`config.mk`:
```
export PLATFORM = sky130hd
export DESIGN_NAME = gpio_port
export DESIGN_NICKNAME = d
export VERILOG_FILES = /design/src/rtl/gpio_pkg.sv /design/src/rtl/gpio_edge.sv /design/src/rtl/gpio_regs.sv /design/src/rtl/gpio_pad.sv /design/src/rtl/gpio_port.sv
export SDC_FILE = /design/constraint.sdc
export NUM_CORES = 1
export LEC_CHECK = 0
export BUFFER_PORTS_ARGS = -buffer_cell sky130_fd_sc_hd__buf_2
export CAP_MARGIN = 5
export CORE_ASPECT_RATIO = 1.4
export CORE_MARGIN = 2
export CORE_UTILIZATION = 40
export CTS_BUF_LIST = sky130_fd_sc_hd__clkbuf_2
export CTS_CLUSTER_SIZE = 25
export DETAILED_ROUTE_END_ITERATION = 6
export GPL_TIMING_DRIVEN = 0
export HOLD_SLACK_MARGIN = 0.1
export PLACE_DENSITY_LB_ADDON = 0.3
export REMOVE_ABC_BUFFERS = 1
export SYNTH_ARGS = -nofsm -noshare
export SYNTH_HDL_FRONTEND = slang
export SYNTH_SLANG_ARGS = --single-unit
```
`constraint.sdc`:
```
create_clock -name clk -period 3.4 [get_ports clk]
set_input_delay 1.02 -clock clk [delete_from_list [all_inputs] [get_ports clk]]
set_output_delay 1.02 -clock clk [all_outputs]
set_load 0.03 [all_outputs]
```
`src/rtl/gpio_pkg.sv`:
```
package gpio_pkg;
  typedef enum logic [1:0] {
    FN_IO  = 2'b00,
    FN_PRI = 2'b01,
    FN_RSV = 2'b10,
    FN_SEC = 2'b11
  } pin_fn_e;

  // True when the sampled pair shows the transition the polarity bit asks for.
  function automatic logic edge_seen(logic prev, logic cur, logic falling);
    return falling ? (prev & ~cur) : (~prev & cur);
  endfunction

  // Value a pin drives for its function mode.
  function automatic logic fn_drive(pin_fn_e fn, logic gpio_v, logic pri_v, logic sec_v);
    case (fn)
      FN_PRI:  return pri_v;
      FN_SEC:  return sec_v;
      default: return gpio_v;
    endcase
  endfunction
endpackage

```
`src/rtl/gpio_edge.sv`:
```
module gpio_edge #(
  parameter int N = 8
) (
  input  logic         clk,
  input  logic         rst_n,
  input  logic [N-1:0] pin_in,
  input  logic [N-1:0] falling,
  input  logic [N-1:0] blocked,
  output logic [N-1:0] hit,
  output logic         armed
);
  import gpio_pkg::*;

  logic [N-1:0] prev_q;

  always_ff @(posedge clk or negedge rst_n) begin
    if (!rst_n) begin
      prev_q <= '0;
      armed  <= 1'b0;
    end else begin
      prev_q <= pin_in;
      armed  <= 1'b1;
    end
  end

  for (genvar i = 0; i < N; i++) begin : g_pin
    assign hit[i] = armed & ~blocked[i] & edge_seen(prev_q[i], pin_in[i], falling[i]);
  end
endmodule

```
`src/rtl/gpio_regs.sv`:
```
module gpio_regs #(
  parameter int N      = 8,
  parameter int AW     = 8,
  parameter logic [AW-1:0] A_IN   = 'h20,
  parameter logic [AW-1:0] A_OUT  = 'h21,
  parameter logic [AW-1:0] A_DIR  = 'h22,
  parameter logic [AW-1:0] A_FLAG = 'h23,
  parameter logic [AW-1:0] A_POL  = 'h24,
  parameter logic [AW-1:0] A_IEN  = 'h25,
  parameter logic [AW-1:0] A_FSL  = 'h26,
  parameter logic [AW-1:0] A_PUL  = 'h27,
  parameter logic [AW-1:0] A_FSH  = 'h41
) (
  input  logic          clk,
  input  logic          rst_n,
  input  logic          puc,
  input  logic          we,
  input  logic [AW-1:0] addr,
  input  logic [7:0]    wdata,
  input  logic [N-1:0]  pin_in,
  input  logic [N-1:0]  edge_hit,
  output logic [7:0]    rdata,
  output logic [N-1:0]  out_q,
  output logic [N-1:0]  dir_q,
  output logic [N-1:0]  ifg_q,
  output logic [N-1:0]  pol_q,
  output logic [N-1:0]  ien_q,
  output logic [N-1:0]  fsl_q,
  output logic [N-1:0]  fsh_q,
  output logic [N-1:0]  pul_q
);
  logic [N-1:0] wd;
  logic wr_out, wr_dir, wr_flag, wr_pol, wr_ien, wr_fsl, wr_fsh, wr_pul;

  assign wd      = wdata[N-1:0];
  assign wr_out  = we && (addr == A_OUT);
  assign wr_dir  = we && (addr == A_DIR);
  assign wr_flag = we && (addr == A_FLAG);
  assign wr_pol  = we && (addr == A_POL);
  assign wr_ien  = we && (addr == A_IEN);
  assign wr_fsl  = we && (addr == A_FSL);
  assign wr_fsh  = we && (addr == A_FSH);
  assign wr_pul  = we && (addr == A_PUL);

  always_ff @(posedge clk or negedge rst_n) begin
    if (!rst_n) begin
      out_q <= '0; dir_q <= '0; ifg_q <= '0; pol_q <= '0;
      ien_q <= '0; fsl_q <= '0; fsh_q <= '0; pul_q <= '0;
    end else if (puc) begin
      out_q <= '0; dir_q <= '0; ifg_q <= '0;
      ien_q <= '0; fsl_q <= '0; fsh_q <= '0; pul_q <= '0;
    end else begin
      if (wr_out) out_q <= wd;
      if (wr_dir) dir_q <= wd;
      if (wr_pol) pol_q <= wd;
      if (wr_ien) ien_q <= wd;
      if (wr_fsl) fsl_q <= wd;
      if (wr_fsh) fsh_q <= wd;
      if (wr_pul) pul_q <= wd;
      ifg_q <= (wr_flag ? wd : ifg_q) | edge_hit;
    end
  end

  always_comb begin
    rdata = '0;
    if      (addr == A_IN)   rdata[N-1:0] = pin_in;
    else if (addr == A_OUT)  rdata[N-1:0] = out_q;
    else if (addr == A_DIR)  rdata[N-1:0] = dir_q;
    else if (addr == A_FLAG) rdata[N-1:0] = ifg_q;
    else if (addr == A_POL)  rdata[N-1:0] = pol_q;
    else if (addr == A_IEN)  rdata[N-1:0] = ien_q;
    else if (addr == A_FSL)  rdata[N-1:0] = fsl_q;
    else if (addr == A_FSH)  rdata[N-1:0] = fsh_q;
    else if (addr == A_PUL)  rdata[N-1:0] = pul_q;
  end
endmodule

```
`src/rtl/gpio_pad.sv`:
```
module gpio_pad #(
  parameter int N = 8
) (
  input  logic [N-1:0] dir,
  input  logic [N-1:0] outv,
  input  logic [N-1:0] fsl,
  input  logic [N-1:0] fsh,
  input  logic [N-1:0] pul,
  input  logic [N-1:0] pri_val,
  input  logic [N-1:0] sec_val,
  output logic [N-1:0] pin_oe,
  output logic [N-1:0] pin_out,
  output logic [N-1:0] pull_en,
  output logic [N-1:0] pull_up
);
  import gpio_pkg::*;

  for (genvar i = 0; i < N; i++) begin : g_pin
    pin_fn_e fn;
    assign fn         = pin_fn_e'({fsh[i], fsl[i]});
    assign pin_oe[i]  = dir[i];
    assign pin_out[i] = fn_drive(fn, outv[i], pri_val[i], sec_val[i]);
    assign pull_en[i] = pul[i] & ~dir[i];
    assign pull_up[i] = pul[i] & ~dir[i] & outv[i];
  end
endmodule

```
`src/rtl/gpio_port.sv`:
```
module gpio_port #(
  parameter int NPINS  = 8,
  parameter int ADDR_W = 8,
  parameter logic [ADDR_W-1:0] A_IN   = 'h20,
  parameter logic [ADDR_W-1:0] A_OUT  = 'h21,
  parameter logic [ADDR_W-1:0] A_DIR  = 'h22,
  parameter logic [ADDR_W-1:0] A_FLAG = 'h23,
  parameter logic [ADDR_W-1:0] A_POL  = 'h24,
  parameter logic [ADDR_W-1:0] A_IEN  = 'h25,
  parameter logic [ADDR_W-1:0] A_FSL  = 'h26,
  parameter logic [ADDR_W-1:0] A_PUL  = 'h27,
  parameter logic [ADDR_W-1:0] A_FSH  = 'h41
) (
  input  logic              clk,
  input  logic              rst_n,
  input  logic              puc,
  input  logic              bus_we,
  input  logic [ADDR_W-1:0] bus_addr,
  input  logic [7:0]        bus_wdata,
  output logic [7:0]        bus_rdata,
  input  logic [NPINS-1:0]  pin_in,
  input  logic [NPINS-1:0]  pri_val,
  input  logic [NPINS-1:0]  sec_val,
  output logic [NPINS-1:0]  pin_oe,
  output logic [NPINS-1:0]  pin_out,
  output logic [NPINS-1:0]  pull_en,
  output logic [NPINS-1:0]  pull_up,
  output logic              irq
);
  logic [NPINS-1:0] out_q, dir_q, ifg_q, pol_q, ien_q, fsl_q, fsh_q, pul_q;
  logic [NPINS-1:0] edge_hit;
  logic             armed;

  gpio_regs #(
    .N(NPINS), .AW(ADDR_W), .A_IN(A_IN), .A_OUT(A_OUT), .A_DIR(A_DIR),
    .A_FLAG(A_FLAG), .A_POL(A_POL), .A_IEN(A_IEN), .A_FSL(A_FSL),
    .A_PUL(A_PUL), .A_FSH(A_FSH)
  ) u_regs (
    .clk(clk), .rst_n(rst_n), .puc(puc), .we(bus_we), .addr(bus_addr),
    .wdata(bus_wdata), .pin_in(pin_in), .edge_hit(edge_hit), .rdata(bus_rdata),
    .out_q(out_q), .dir_q(dir_q), .ifg_q(ifg_q), .pol_q(pol_q),
    .ien_q(ien_q), .fsl_q(fsl_q), .fsh_q(fsh_q), .pul_q(pul_q)
  );

  gpio_edge #(.N(NPINS)) u_edge (
    .clk(clk), .rst_n(rst_n), .pin_in(pin_in), .falling(pol_q),
    .blocked(fsl_q), .hit(edge_hit), .armed(armed)
  );

  gpio_pad #(.N(NPINS)) u_pad (
    .dir(dir_q), .outv(out_q), .fsl(fsl_q), .fsh(fsh_q), .pul(pul_q),
    .pri_val(pri_val), .sec_val(sec_val), .pin_oe(pin_oe), .pin_out(pin_out),
    .pull_en(pull_en), .pull_up(pull_up)
  );

  assign irq = |(ien_q & ifg_q & ~fsl_q);
endmodule

```
Word-level counts from Yosys, hierarchy flattened
Index checks and enable logic that the tools add are counted.
{"block": "op_classes", "eq_ne": 25, "n_mux": 39, "bitwise": 85, "n_reduce_logical": 16}
{"cell": "8-bit two-way mux", "n": 23}
{"cell": "8-bit by 6-bit equality test with 1-bit output, second input constant", "n": 8}
{"cell": "1-bit bitwise AND", "n": 48}
{"cell": "1-bit NOT", "n": 33}
{"cell": "8-bit bitwise AND", "n": 2}
{"cell": "2-bit by 1-bit equality test with 1-bit output, second input constant", "n": 8}
{"cell": "2-bit equality test, second input constant", "n": 8}
{"cell": "1-bit one-hot mux with 2 select lines", "n": 8}
{"cell": "2-bit nonzero test", "n": 6}
{"cell": "8-bit by 7-bit equality test with 1-bit output, second input constant", "n": 1}
{"cell": "1-bit logical AND", "n": 8}
{"cell": "1-bit two-way mux", "n": 8}
{"cell": "8-bit NOT", "n": 1}
{"cell": "8-bit OR", "n": 1}
{"cell": "8-bit OR reduction", "n": 1}
{"cell": "2-bit AND reduction", "n": 1}
{"block": "word_totals", "register_bits": 73, "inputBits": 44, "output_inout_bits": 41, "wordCells": 175}

Logic depth before layout (Yosys ltp)
Gate-level depths: netlist of the first run.
{"block": "depth", "word_depth": 10, "ltp_mapped": 7, "mapped_depth_nobuf": 4}

Hierarchy
From an unflattened synthesis of the first run, not the netlist that was laid out.
{"block": "hier_totals", "cells_unflattened": 474, "area_unflattened_um2": 4476.8}
{"module": "gpio_regs", "n_inst": 1, "cells_each": 369, "area_each_um2": 3564.7, "seq_area_each_um2": 1601.5}
{"module": "gpio_edge", "n_inst": 1, "cells_each": 42, "area_each_um2": 475.5, "seq_area_each_um2": 225.2}
{"module": "gpio_pad", "n_inst": 1, "cells_each": 48, "area_each_um2": 370.4, "seq_area_each_um2": 0.0}
{"module": "gpio_port", "n_inst": 1, "cells_each": 15, "area_each_um2": 66.3, "seq_area_each_um2": 0.0}

Least setup slack after synthesis of the first run
Ideal clock, no wire load.
{"block": "synth_timing", "path_type": "input port to output port", "start": "input port bus_addr[5]", "end": "output port bus_rdata[5]", "arrival_ns": 2.762, "required_ns": 2.380, "setup_slack_ns": -0.382, "path_stages": 4, "path_buffers": 0, "cell_sequence": "or4b_1 nor4_2 a32oi_1 o21ai_0"}
{"block": "synth_between", "elab_chain_cells": 10, "elab_cells_between_ends": 18, "cone_classes": "9 x eq/ne; 9 x mux"}
{"item": "start, declared", "line": "gpio_port.sv:18", "text": "input logic [ADDR_W-1:0] bus_addr,"}
{"item": "8-bit by 6-bit equality test with 1-bit output", "line": "gpio_regs.sv:74", "text": "else if (addr == A_PUL) rdata[N-1:0] = pul_q;"}
{"item": "8-bit two-way mux", "line": "gpio_regs.sv:74"}
{"item": "8-bit two-way mux", "line": "gpio_regs.sv:73", "text": "else if (addr == A_FSH) rdata[N-1:0] = fsh_q;"}
{"item": "8-bit two-way mux", "line": "gpio_regs.sv:72", "text": "else if (addr == A_FSL) rdata[N-1:0] = fsl_q;"}
{"item": "8-bit two-way mux", "line": "gpio_regs.sv:71", "text": "else if (addr == A_IEN) rdata[N-1:0] = ien_q;"}
{"item": "8-bit two-way mux", "line": "gpio_regs.sv:70", "text": "else if (addr == A_POL) rdata[N-1:0] = pol_q;"}
{"item": "8-bit two-way mux", "line": "gpio_regs.sv:69", "text": "else if (addr == A_FLAG) rdata[N-1:0] = ifg_q;"}
{"item": "8-bit two-way mux", "line": "gpio_regs.sv:68", "text": "else if (addr == A_DIR) rdata[N-1:0] = dir_q;"}
{"item": "8-bit two-way mux", "line": "gpio_regs.sv:67", "text": "else if (addr == A_OUT) rdata[N-1:0] = out_q;"}
{"item": "8-bit two-way mux *", "line": "gpio_regs.sv:66", "text": "if (addr == A_IN) rdata[N-1:0] = pin_in;"}
{"item": "end, declared", "line": "gpio_port.sv:20", "text": "output logic [7:0] bus_rdata,"}
Every way passes the cells marked *; elsewhere a longest branch is shown, timed or not.

Final worst setup path of the first run
{"block": "layout_timing", "start": "input port bus_addr[4]", "end": "output port bus_rdata[4]"}
Same word-level chain as after synthesis.

==> results of run 1 <==
## synthesized netlist by cell type (2+ instances only)
cell type | n | area [um^2]
nor2b_1 | 8 | 50.1
and2_1 | 8 | 50.1
buf_2 | 7 | 35.0
nor3b_1 | 5 | 37.5
mux2_2 | 8 | 90.1
a22oi_1 | 6 | 45.0
buf_1 | 2 | 7.51
a221o_1 | 2 | 20.0
or3b_2 | 2 | 17.5
o31ai_1 | 2 | 15.0
and3_1 | 2 | 12.5
dfrtp_1 | 73 | 1830
nand3b_1 | 9 | 67.6
o21ai_0 | 6 | 30.0
o22ai_1 | 18 | 113
mux2i_1 | 72 | 721
clkbuf_1 | 20 | 75.1
a32oi_1 | 2 | 17.5
mux4_2 | 8 | 180
a21oi_1 | 22 | 110
or4b_1 | 2 | 20.0
nor4_4 | 2 | 42.5
nand2_1 | 22 | 82.6
nor2_1 | 61 | 229
nand3_1 | 4 | 20.0
nor3_1 | 12 | 60.1
nand2b_1 | 16 | 100
a211oi_1 | 2 | 15.0
or4_1 | 2 | 15.0
## cell type report
class,instances,area [um^2],area share (%)
Clock buffer,9,45.0,0.894
Clock inverter,7,71.3,1.42
Timing Repair Buffer,87,536,10.6
Sequential cell,73,1830,36.3
Antenna cell,1,2.50,0.0497
Tap cell,138,173,3.43
Inverter,1,8.76,0.174
Multi-Input combinational cell,313,2380,47.2
## per-stage QoR
step	TNS [ns]	setup slack, ns
4_1_cts	-1.74	-0.244
6_report	-0.680	-0.126
2_1_floorplan	-2.48	-0.381
3_3_place_gp	-9.58	-1.12
3_5_place_dp	-9.68	-1.14
5_1_grt	-1.07	-0.162
## power by group through the flow
| stage | clock network [uW] | registers [uW] | logic, uW |
|---|---|---|---|
| 2_1_floorplan | 0 | 906 | 62.8 |
| 3_3_place_gp | 0 | 909 | 158 |
| 3_5_place_dp | 0 | 910 | 167 |
| 4_1_cts | 519 | 895 | 174 |
| 5_1_grt | 544 | 897 | 195 |
| 6_report | 504 | 895 | 178 |
## layer usage
metal | global-route usage, % | vias to the layer above | part of all wire (%) | routed length [um]
met2 | 36.3 | 130 | 52 | 6240
met1 | 26.9 | 1791 | 40 | 4890
met3 | 3.19 | 27 | 4.8 | 583
li1 | - | 1636 | - | -
met5 | 0 | - | 0 | 0
met4 | 11.0 | 0 | 3.2 | 387
## sequential cells by signal, summed over array words and instances, names as in the netlist
| signal | count |
|---|---|
| u_regs.ien_q | 8 |
| u_regs.pul_q | 8 |
| u_regs.pol_q | 8 |
| u_regs.fsl_q | 8 |
| u_edge.prev_q | 8 |
| u_edge.armed | 1 |
| u_regs.ifg_q | 8 |
| u_regs.dir_q | 8 |
| u_regs.out_q | 8 |
| u_regs.fsh_q | 8 |
## cells by family after synthesis
| group | Yosys count |
|---|---|
| other cells | 1 |
| flops | 73 |
| mux | 88 |
| simple gates | 164 |
| compound gates | 60 |
| buf+inv | 31 |
## repair_timing
action	CTS	global route
setup endpoints to repair	8	8
pin swaps	12	5
gates resized for setup	35	16
buffers inserted	2	0
## final timing paths
check                                  from          endpoint  slack, ns  cells after the start
max                             bus_addr[4]      bus_rdata[4]      -0.13                      7
min                                   rst_n   u_regs.out_q[3]       0.33                      1
max reg2reg                 u_regs.pol_q[7]   u_regs.ifg_q[7]       2.31                      4
min reg2reg                u_edge.prev_q[1]   u_regs.ifg_q[1]       0.57                      3
max in group asynchronous             rst_n   u_regs.ifg_q[6]       2.50                      2
min in group clk                  pin_in[4]  u_edge.prev_q[4]       0.56                      1
==> key figures, run 1 <==
Run status
  – Status: finished, violations left
  – Failing checks: setup timing

Cells and area
  – Most frequent cells in the layout: 73 x dfrtp_1, 72 x mux2i_1, 70 x buf_2, 59 x nor2_1, 22 x a21oi_1
  – Layout Nets: 529
  – Final instance area: ~5000 um^2
  – Area delta synth->final: 19.8%
  – Share of cells above drive strength 1: about 30%
  – Fill cell count: just under 1000
  – Commonest non-fill, non-tap cell in the layout: dfrtp_1
  – Final core utilization: 48.9%
  – Non-Filler Instances: about 630

Global route
  – Initial antenna violation count: 1
  – GRT overflow: 0
  – First-pass GRT wire length: 19.1 mm
  – Gr usage total: a little over a fifth
  – Number of global-route vias before repair: 3600
  – Pin count of the biggest net entering global routing: between 50 and 60

Clock tree
  – H-tree depth: 3
  – Clock slew at reported path FFs: between 0.2 and 0.25 ns
  – Clock Tree Buf Depth: 2
  – Clock Root Buffer: clkbuf_2
  – Post-cts hold buffer count: 0
  – CTS Buf Count: 9
  – Total clock sinks: 73
  – CTS tree: yes
  – Clock Latency Late Sink: just under 0.6 ns

Synthesis
  – Post-Syn Instances: between 400 and 500
  – Post-synthesis mux area share: between 20% and 30%
  – Mean Syn Cell Area: approximately 10 um^2
  – Compound-Gate Fraction of Synth Area: between 8 and 9%
  – XOR/XNOR Fraction of Synth Area: 0%
  – Yosys reg bits: 73
  – Main combinational cell family by area after synthesis: multiplexers
  – Simple-gate area share of the yosys netlist: a little over a fifth
  – Synth warn: 0
  – Unique cell type count in the Yosys netlist: just over 40
  – Synthesized area: 4210 um^2
  – Prevailing post-synth register cell: dfrtp_1
  – Post-Synth Adder-Cell Area: 0%
  – EDFF count, synth: 0
  – Register area share after synthesis: 43.4%
  – Fraction of registers with async set/reset: 100%

Floorplanning
  – Die Y-Extent: between 100 and 150 um
  – Core Area: between 10000 and 15000 um^2
  – Row count: 44
  – Total die area: 11400 um^2
  – Initial Utilization: around 41%
  – Chip width: roughly 91 um
  – Top-level I/O count: 85

Timing
  – Hold slack: about 0.33 ns
  – Slew HR: between 20% and 30%
  – Least-Margin Pin Slew: ~1.1 ns
  – Worst clock skew: 0.0348 ns
  – Fin crit period: around 3.5 ns
  – Final worst slack: -0.126 ns
  – RSZ-0062 raised after global routing: yes
  – Final Slew Violations: 0
  – Final period utilization: 104%
  – Max Clock Freq: about 280 MHz
  – Final Hold Vio Count: 0
  – # setup viols final: 8

Place
  – PortBufs: between 80 and 90
  – RD Place Congestion: 0.819
  – Cells after DPL: 610
  – Detailed placement HPWL: just under 8 mm
  – Post-Place Cell Area: ~4700 um^2

Pwr
  – PwrDens: roughly 310 nW/um^2
  – Total Power: ~1600 uW
  – P_int: 1120 uW
  – Comb pwr share: between 10% and 20%
  – Leakage: 0.00238 uW
  – VDD IR max: around 160 uV
  – Sw Share: between 20 and 30%
  – Clock power share: about a third
  – Seq pwr share: between 50% and 60%
  – NetSw: approximately 460 uW

Worst setup path
  – Crit-path cells: buf_6, or4b_4, nor4_4, buf_6, a22oi_2, o22ai_2, buf_6
  – CP endpoint kind: primary output
  – CP max FO: 5
  – Slowest-stage cell, CP: or4b_4
  – Worst Path Arrival: around 2.5 ns
  – Crit path buffers/inverters: 3
  – CP Data Required Time: approximately 2.4 ns
  – Critical path class: in -> out
  – CP startpoint kind: primary input
  – Worst path max stage delay: approximately 0.54 ns
  – CP most frequent cell: buf_6
  – Delay-heaviest family, CP: simple AND/OR/NAND/NOR gates

Routing
  – 1st-pass router iterations: 5
  – Routed Antenna Nets: 0
  – Total routed wirelength: ~12 mm
  – Drt drc: 0
  – Routed via count: between 3000 and 4000
  – Iteration-0 DRC Markers: 298
  – Routed WL per cell: between 15 and 20 um
  – Vias per std cell: between 5 and 6

Min path
  – Class of the worst hold path: in -> async

Run
  – Max_cap viols: 0
Power figures use the tool's default switching activity.
==> run 2, diff against run 1 <==
- CORE_UTILIZATION: 40 -> 46
- REMOVE_ABC_BUFFERS: 1 -> default
==> run 2 against run 1 <==
  * The flow still finishes with violations (setup timing)
  * Clock power fell by 24%
  * First-iteration DRC count fell by 22%
  * Combinational power up 12%
  * Critical endpoint unchanged
  * Final area is 0.92% higher
  * Critical path depth is the same
  * Largest power group unchanged
  * Sequential cell count is the same
  * Highest routed layer unchanged
  * Power fell by 6.7%
==> key figures, run 2 (synthesis results as in run 1) <==
Run status
  – Status: finished, violations left
  – Failing checks: setup timing

Timing
  – Least-Margin Pin Slew: 1.06 ns (-0.0629 ns)
  – RSZ-0062 raised after global routing: yes
  – Setup TNS: -0.635 ns (+0.0455 ns)
  – Slew HR: 29.0% (+3.7 points)
  – Final Slew Violations: 0 (unchanged)
  – Max Clock Freq: 284 MHz (about the same)
  – # setup viols final: 8 (unchanged)
  – Final worst slack: -0.122 ns (+0.00329 ns)
  – Final period utilization: 104% (about the same)
  – Worst clock skew: 0.0242 ns (-0.0106 ns)
  – Fin crit period: 3.52 ns (-0.00329 ns)
  – Final Hold Vio Count: 0 (unchanged)

Floorplanning
  – Total die area: 9930 um^2 (-13%)
  – Chip width: 84.8 um (-6.4%)
  – Core Area: 8980 um^2 (-13%)
  – Top-level I/O count: 85 (unchanged)
  – Die Y-Extent: 117 um (-6.5%)
  – Row count: 41 (-6.8%)
  – Initial Utilization: 46.8% (+6.0 points)

Cells and area
  – Layout Nets: 551 (+4.2%)
  – Final instance area: 5080 um^2 (+0.92%)
  – Final core utilization: 56.6% (+7.7 points)
  – Share of cells above drive strength 1: 29.7% (-0.68 points)
  – Commonest non-fill, non-tap cell in the layout: dfrtp_1
  – Area delta synth->final: 20.9%
  – Most frequent cells in the layout: 73 x dfrtp_1, 72 x mux2i_1, 67 x buf_2, 59 x nor2_1, 22 x a21oi_1
  – # diodes: 0 (-1)
  – Non-Filler Instances: 615 (-2.2%)

Clock tree
  – Total clock sinks: 73 (unchanged)
  – Clock slew at reported path FFs: 0.17 ns (-0.04 ns)
  – H-tree depth: 3 (unchanged)
  – CTS tree: yes
  – Clock Root Buffer: clkbuf_2
  – Post-cts hold buffer count: 0 (unchanged)
  – CTS Buf Count: 9 (unchanged)
  – Clock Latency Late Sink: 0.55 ns (-0.03 ns)
  – Clock Tree Buf Depth: 2 (unchanged)

Global route
  – Initial antenna violation count: 0 (-1)
  – Gr usage total: 26.3% (+4.7 points)
  – GRT overflow: 0 (unchanged)
  – Number of global-route vias before repair: 3640 (+1.1%)
  – First-pass GRT wire length: 19.5 mm (+2.1%)
  – Pin count of the biggest net entering global routing: 73 (+26%)

Worst setup path
  – Crit path buffers/inverters: 3 (unchanged)
  – Critical path class: in -> out
  – Worst Path Arrival: 2.50 ns (about the same)
  – CP Data Required Time: 2.38 ns (about the same)
  – Worst reg-to-reg path cell count: 4 (unchanged)
  – Worst path max stage delay: 0.54 ns (about the same)
  – CP endpoint kind: primary output
  – CP max FO: 4 (-1)
  – CP startpoint kind: primary input
  – Number of cells on the critical path: 7 (unchanged)
  – Slowest-stage cell, CP: or4b_4
  – Crit-path cells: buf_8, or4b_4, nor4_4, buf_6, a22oi_2, o22ai_2, buf_6
  – Delay-heaviest family, CP: simple AND/OR/NAND/NOR gates
  – CP most frequent cell: buf_6

Place
  – Post-Place Cell Area: 4800 um^2 (+2.1%)
  – Detailed placement HPWL: 8.55 mm (+8.8%)
  – PortBufs: 75 (-11%)
  – RD Place Congestion: 0.876 (+7.0%)
  – Cells after DPL: 600 (-1.6%)

Synthesis
  – Synthesized net count: approximately 460

Pwr
  – Leakage: 0.00243 uW (+2.2%)
  – Total Power: 1470 uW (-6.7%)
  – PwrDens: 290 nW/um^2 (-7.5%)
  – VDD IR max: 183 uV (+16%)

Routing
  – Routed WL per cell: 20.5 um (+6.8%)
  – Routed via count: 3713 (+3.6%)
  – 1st-pass router iterations: 5 (unchanged)
  – Iteration-0 DRC Markers: 232 (-22%)
  – Routed Antenna Nets: 0 (unchanged)
  – Total routed wirelength: 12.6 mm (+4.5%)
  – Drt drc: 0 (unchanged)
  – Vias per std cell: 6.04 (+6.0%)

Run
  – Max_cap viols: 0 (unchanged)

Min path
  – Class of the worst hold path: in -> async
## run 2: cell type report
class	count	area [um^2]
fillers	801	3890
multi-input cells	313	2380
flip-flops and latches	73	1830
repair buffers	79	498
plain buffers	30	176
well taps	107	134
clock buffers	10	50.0
clock inverters	2	10.0
inverters	1	5.00
## run 2: metrics by stage
stage,hold WS (ns),setup slack [ns]
after floorplan,0.495,0.00925
after global placement,0.529,-0.610
after detailed placement,0.532,-0.696
after CTS,0.218,-0.266
after global routing,0.187,-0.182
final,0.241,-0.122
## run 2: what timing repair did
item | 4_1_cts | 5_1_grt
endpoints found under the setup margin | 8 | 8
pin swaps | 8 | 6
setup buffers | 2 | 1
resized for setup | 32 | 30
## run 2: layer usage
| metal | up-vias | part of all wire, % | track usage, % |
|---|---|---|---|
| li1 | 1680 | - | - |
| met3 | 35 | 5.1 | 4.77 |
| met4 | 0 | 3.4 | 13.1 |
| met5 | - | 0 | 0 |
| met1 | 1864 | 41 | 33.4 |
| met2 | 134 | 50 | 43.4 |
## run 2: final timing paths
kind / start / slack (ns) / to
min in group clk: u_edge.prev_q[1] / 0.56 / u_regs.ifg_q[1]
max in group asynchronous: rst_n / 2.62 / u_regs.fsl_q[6]
max reg2reg: u_regs.pol_q[2] / 2.20 / u_regs.ifg_q[2]
min reg2reg: u_edge.prev_q[1] / 0.56 / u_regs.ifg_q[1]
max: bus_addr[4] / -0.12 / bus_rdata[4]
min: rst_n / 0.24 / u_regs.dir_q[1]
## run 2: power by group
part	total [uW]	switching [uW]	internal, uW
sequential	893	10.1	882
combinational	199	123	75.5
clock	381	300	81.3
==> run 3, diff against run 2 <==
- ABC_AREA: default -> 1
==> run 3 against run 2 <==
  * The flow finishes with violations (DRC)
  * Sequential cell count unchanged
  * Clock skew is 0.0012 ns higher
  * Fmax is 3.8% higher
  * Area after synthesis decreased by 2.5%
  * Critical path type unchanged
==> key figures, run 3 <==
Run status
  – Status: finished, violations left
  – Failing checks: DRC

Floorplanning
  – Total die area: 9690 um^2 (-2.4%)
  – Chip width: 83.8 um (-1.2%)
  – Die Y-Extent: 116 um (-1.2%)
  – Initial Utilization: 47.6% (+0.79 points)
  – Core Area: 8610 um^2 (-4.1%)
  – Top-level I/O count: 85 (unchanged)
  – Row count: 40 (-2.4%)

Cells and area
  – Final instance area: 5180 um^2 (+1.9%)
  – Share of cells above drive strength 1: 29.5% (-0.21 points)
  – Commonest non-fill, non-tap cell in the layout: nand2_1
  – Most frequent cells in the layout: 128 x nand2_1, 77 x inv_1, 73 x dfrtp_1, 72 x buf_2, 49 x nor2_1
  – Layout Nets: 693 (+26%)
  – Area delta synth->final: 26.4%
  – Fill cell count: 793 (-1.0%)

Worst setup path
  – R2r endpoint: u_regs.ifg_q[2]
  – Number of cells on the critical path: 13 (+6)
  – Slowest-stage cell, CP: buf_4
  – R2r startpoint: u_edge.armed
  – CP startpoint kind: primary input
  – CP max FO: 7 (+3)
  – CP most frequent cell: nand2_2
  – Worst path max stage delay: 0.17 ns (-0.37 ns)
  – CP Data Required Time: 2.38 ns (about the same)
  – Delay-heaviest family, CP: simple AND/OR/NAND/NOR gates
  – Critical path class: in -> out
  – CP Launch Point: bus_addr[0]
  – Worst reg-to-reg path cell count: 5 (+1)
  – CP endpoint kind: primary output
  – Worst Path Arrival: 2.37 ns (-0.13 ns)
  – Crit path buffers/inverters: 4 (+1)
  – Setup slack, reg-to-reg: 2.07 ns (-0.13 ns)
  – Crit-path cells: buf_2, nand2_2, inv_4, nand2_4, nor2_4, buf_12, nand2_2, o21ai_2, nor3_2, nand4_1, nor2_1, o21ai_1, buf_4
  – Worst setup path endpoint: bus_rdata[3]

Pwr
  – Leakage: 0.00260 uW (+7.3%)
  – VDD IR max: 241 uV (+32%)
  – PwrDens: 352 nW/um^2 (+22%)

Synthesis
  – EDFF count, synth: 0 (unchanged)
  – Most frequent cell after synthesis: nand2_1
  – Top post-synthesis cells by area: dfrtp_1 45%, nand2_1 13%, inv_1 7.5%
  – Fraction of registers with async set/reset: 100% (unchanged)
  – Register area share after synthesis: 44.6% (+1.1 points)
  – Top cells by count, synth: 138 x nand2_1, 82 x inv_1, 73 x dfrtp_1
  – Yosys reg bits: 73 (unchanged)
  – Synthesized area: 4100 um^2 (-2.5%)
  – Unique cell type count in the Yosys netlist: 33 (-20%)
  – Synthesized net count: 583 (+26%)
  – Mean Syn Cell Area: 7.61 um^2 (-25%)
  – Post-Syn Instances: 539 (+29%)
  – Share of the synthesized area in the top cell type: 44.6% (+1.1 points)
  – Area leader, netlist: dfrtp_1
  – Synth warn: 0 (unchanged)
  – Prevailing post-synth register cell: dfrtp_1

Global route
  – Pin count of the biggest net entering global routing: 73 (unchanged)
  – First-pass GRT wire length: 19.4 mm (-0.84%)
  – Initial antenna violation count: 1 (+1)
  – Number of global-route vias before repair: 3917 (+7.6%)
  – Gr usage total: 25.6% (-0.70 points)
  – GRT overflow: 0 (unchanged)

Place
  – PortBufs: 84 (+12%)
  – Post-Place Cell Area: 4680 um^2 (-2.5%)
  – DP Worst Slack: -0.411 ns (+0.284 ns)
  – Detailed placement HPWL: 9.34 mm (+9.3%)
  – RD Place Congestion: 0.878 (+0.30%)

Timing
  – Fin crit period: 3.39 ns (-0.129 ns)
  – Max Clock Freq: 295 MHz (+3.8%)
  – Worst clock skew: 0.0254 ns (+0.00119 ns)
  – Final Slew Violations: 0 (unchanged)
  – Final Hold Vio Count: 0 (unchanged)
  – # setup viols final: 0 (-8)
  – Final period utilization: 99.8% (-3.8 points)
  – RSZ-0062 raised after global routing: yes
  – Final worst slack: 0.00709 ns (+0.129 ns)

Routing
  – Max layer used: met4
  – 1st-pass router iterations: 7 (+2)
  – Drt drc: 1 (+1)
  – Post-Route M1 WL: 5.07 mm (-3.0%)
  – Vias per std cell: 5.35 (-11%)
  – Met3 Wirelength: 586 um (-9.7%)
  – Total routed wirelength: 12.3 mm (-2.9%)
  – Met2 WL: 6.32 mm (-0.17%)
  – Routed WL per cell: 16.1 um (-21%)
  – Routed Antenna Nets: 0 (unchanged)
  – Iteration-0 DRC Markers: 299 (+29%)
  – Routed via count: 4066 (+9.5%)

Clock tree
  – Clock Root Buffer: clkbuf_2
  – CTS Buf Count: 9 (unchanged)
  – Clock Tree Buf Depth: 2 (unchanged)
  – Clock Latency Late Sink: 0.57 ns (+0.02 ns)
  – CTS tree: yes
  – Clock slew at reported path FFs: 0.20 ns (+0.03 ns)
  – Post-cts hold buffer count: 0 (unchanged)
  – H-tree depth: 3 (unchanged)
  – Total clock sinks: 73 (unchanged)

Min path
  – Class of the worst hold path: in -> async

Run
  – Max_cap viols: 0 (unchanged)
==> run 3: cell types whose count changed after synthesis, sizes merged, moves of 8 or more <==
cell | before | now
o21ai | 6 | 82
clkbuf | 20 | 2
inv | 0 | 86
a21oi | 22 | 8
nand4 | 1 | 17
mux4 | 8 | 0
nand3 | 4 | 12
nand2b | 16 | 0
mux2i | 72 | 0
nand3b | 9 | 0
nand2 | 22 | 140
nor2b | 8 | 0
==> run 3: logic make-up (layout without fill, tap and decap cells) <==
kind of cell / Yosys count / in the layout / synth area share, %
compound gates: 118 / 118 / 18.0
buf+inv: 98 / 213 / 10.2
flops: 73 / 73 / 44.6
mux: 2 / 2 / 0.732
other cells: 1 / 2 / 0.0915
simple gates: 247 / 247 / 26.5
==> run 3: per-layer routing <==
metal | vias to the layer above | GRT usage (%)
met1 | 1929 | 31.5
li1 | 1989 | -
met4 | 0 | 10.5
met5 | - | 0
met3 | 20 | 3.35
met2 | 128 | 45.5
==> run 3: final cells by class <==
| cell class | count | area, um^2 | area share, % |
|---|---|---|---|
| Clock buffer | 9 | 45.0 | 0.869 |
| Inverter | 86 | 340 | 6.57 |
| Timing Repair Buffer | 99 | 653 | 12.6 |
| Sequential cell | 73 | 1830 | 35.3 |
| Tap cell | 105 | 131 | 2.54 |
| Antenna cell | 1 | 2.50 | 0.0483 |
| Multi-Input combinational cell | 368 | 2020 | 39.1 |
| Clock inverter | 7 | 60.1 | 1.16 |
| Buffer | 12 | 97.6 | 1.88 |
==> run 3: repair_timing <==
item	CTS	global route
buffers inserted	6	8
pin swaps	6	36
gates cloned	0	0
endpoints found under the setup margin	8	8
gates resized for setup	24	64
==> run 3: stage by stage <==
stage / hold WS (ns) / TNS (ns) / std cells / power (uW) / util (%)
5_1_grt: 0.213 / -0.278 / 760 / 1910 / 60.2
3_5_place_dp: 0.476 / -2.51 / 729 / 1340 / 54.4
3_3_place_gp: 0.467 / -2.37 / 728 / 1330 / 54.0
4_1_cts: 0.221 / 0 / 751 / 1800 / 57.2
6_report: 0.226 / 0 / 760 / 1830 / 60.2
2_1_floorplan: 0.453 / -0.250 / 539 / 1200 / -
==> run 3: worst min path at each step <==
| stage | endpoint | slack [ns] | from | cells after the start |
|---|---|---|---|---|
| floorplan | u_regs.ien_q[0] | 0.45 | u_regs.ien_q[0] | 2 |
| global placement | u_regs.ien_q[7] | 0.47 | u_regs.ien_q[7] | 2 |
| detailed placement | u_regs.ien_q[0] | 0.48 | u_regs.ien_q[0] | 2 |
| CTS | u_regs.out_q[5] | 0.22 | rst_n | 1 |
| global route | u_regs.out_q[5] | 0.21 | rst_n | 1 |
| finish | u_regs.out_q[5] | 0.23 | rst_n | 1 |
==> run 3: report_power, final <==
group	internal, uW	total, uW	switching [uW]
Combinational	121	372	251
Clock	108	468	360
Sequential	926	985	59.1
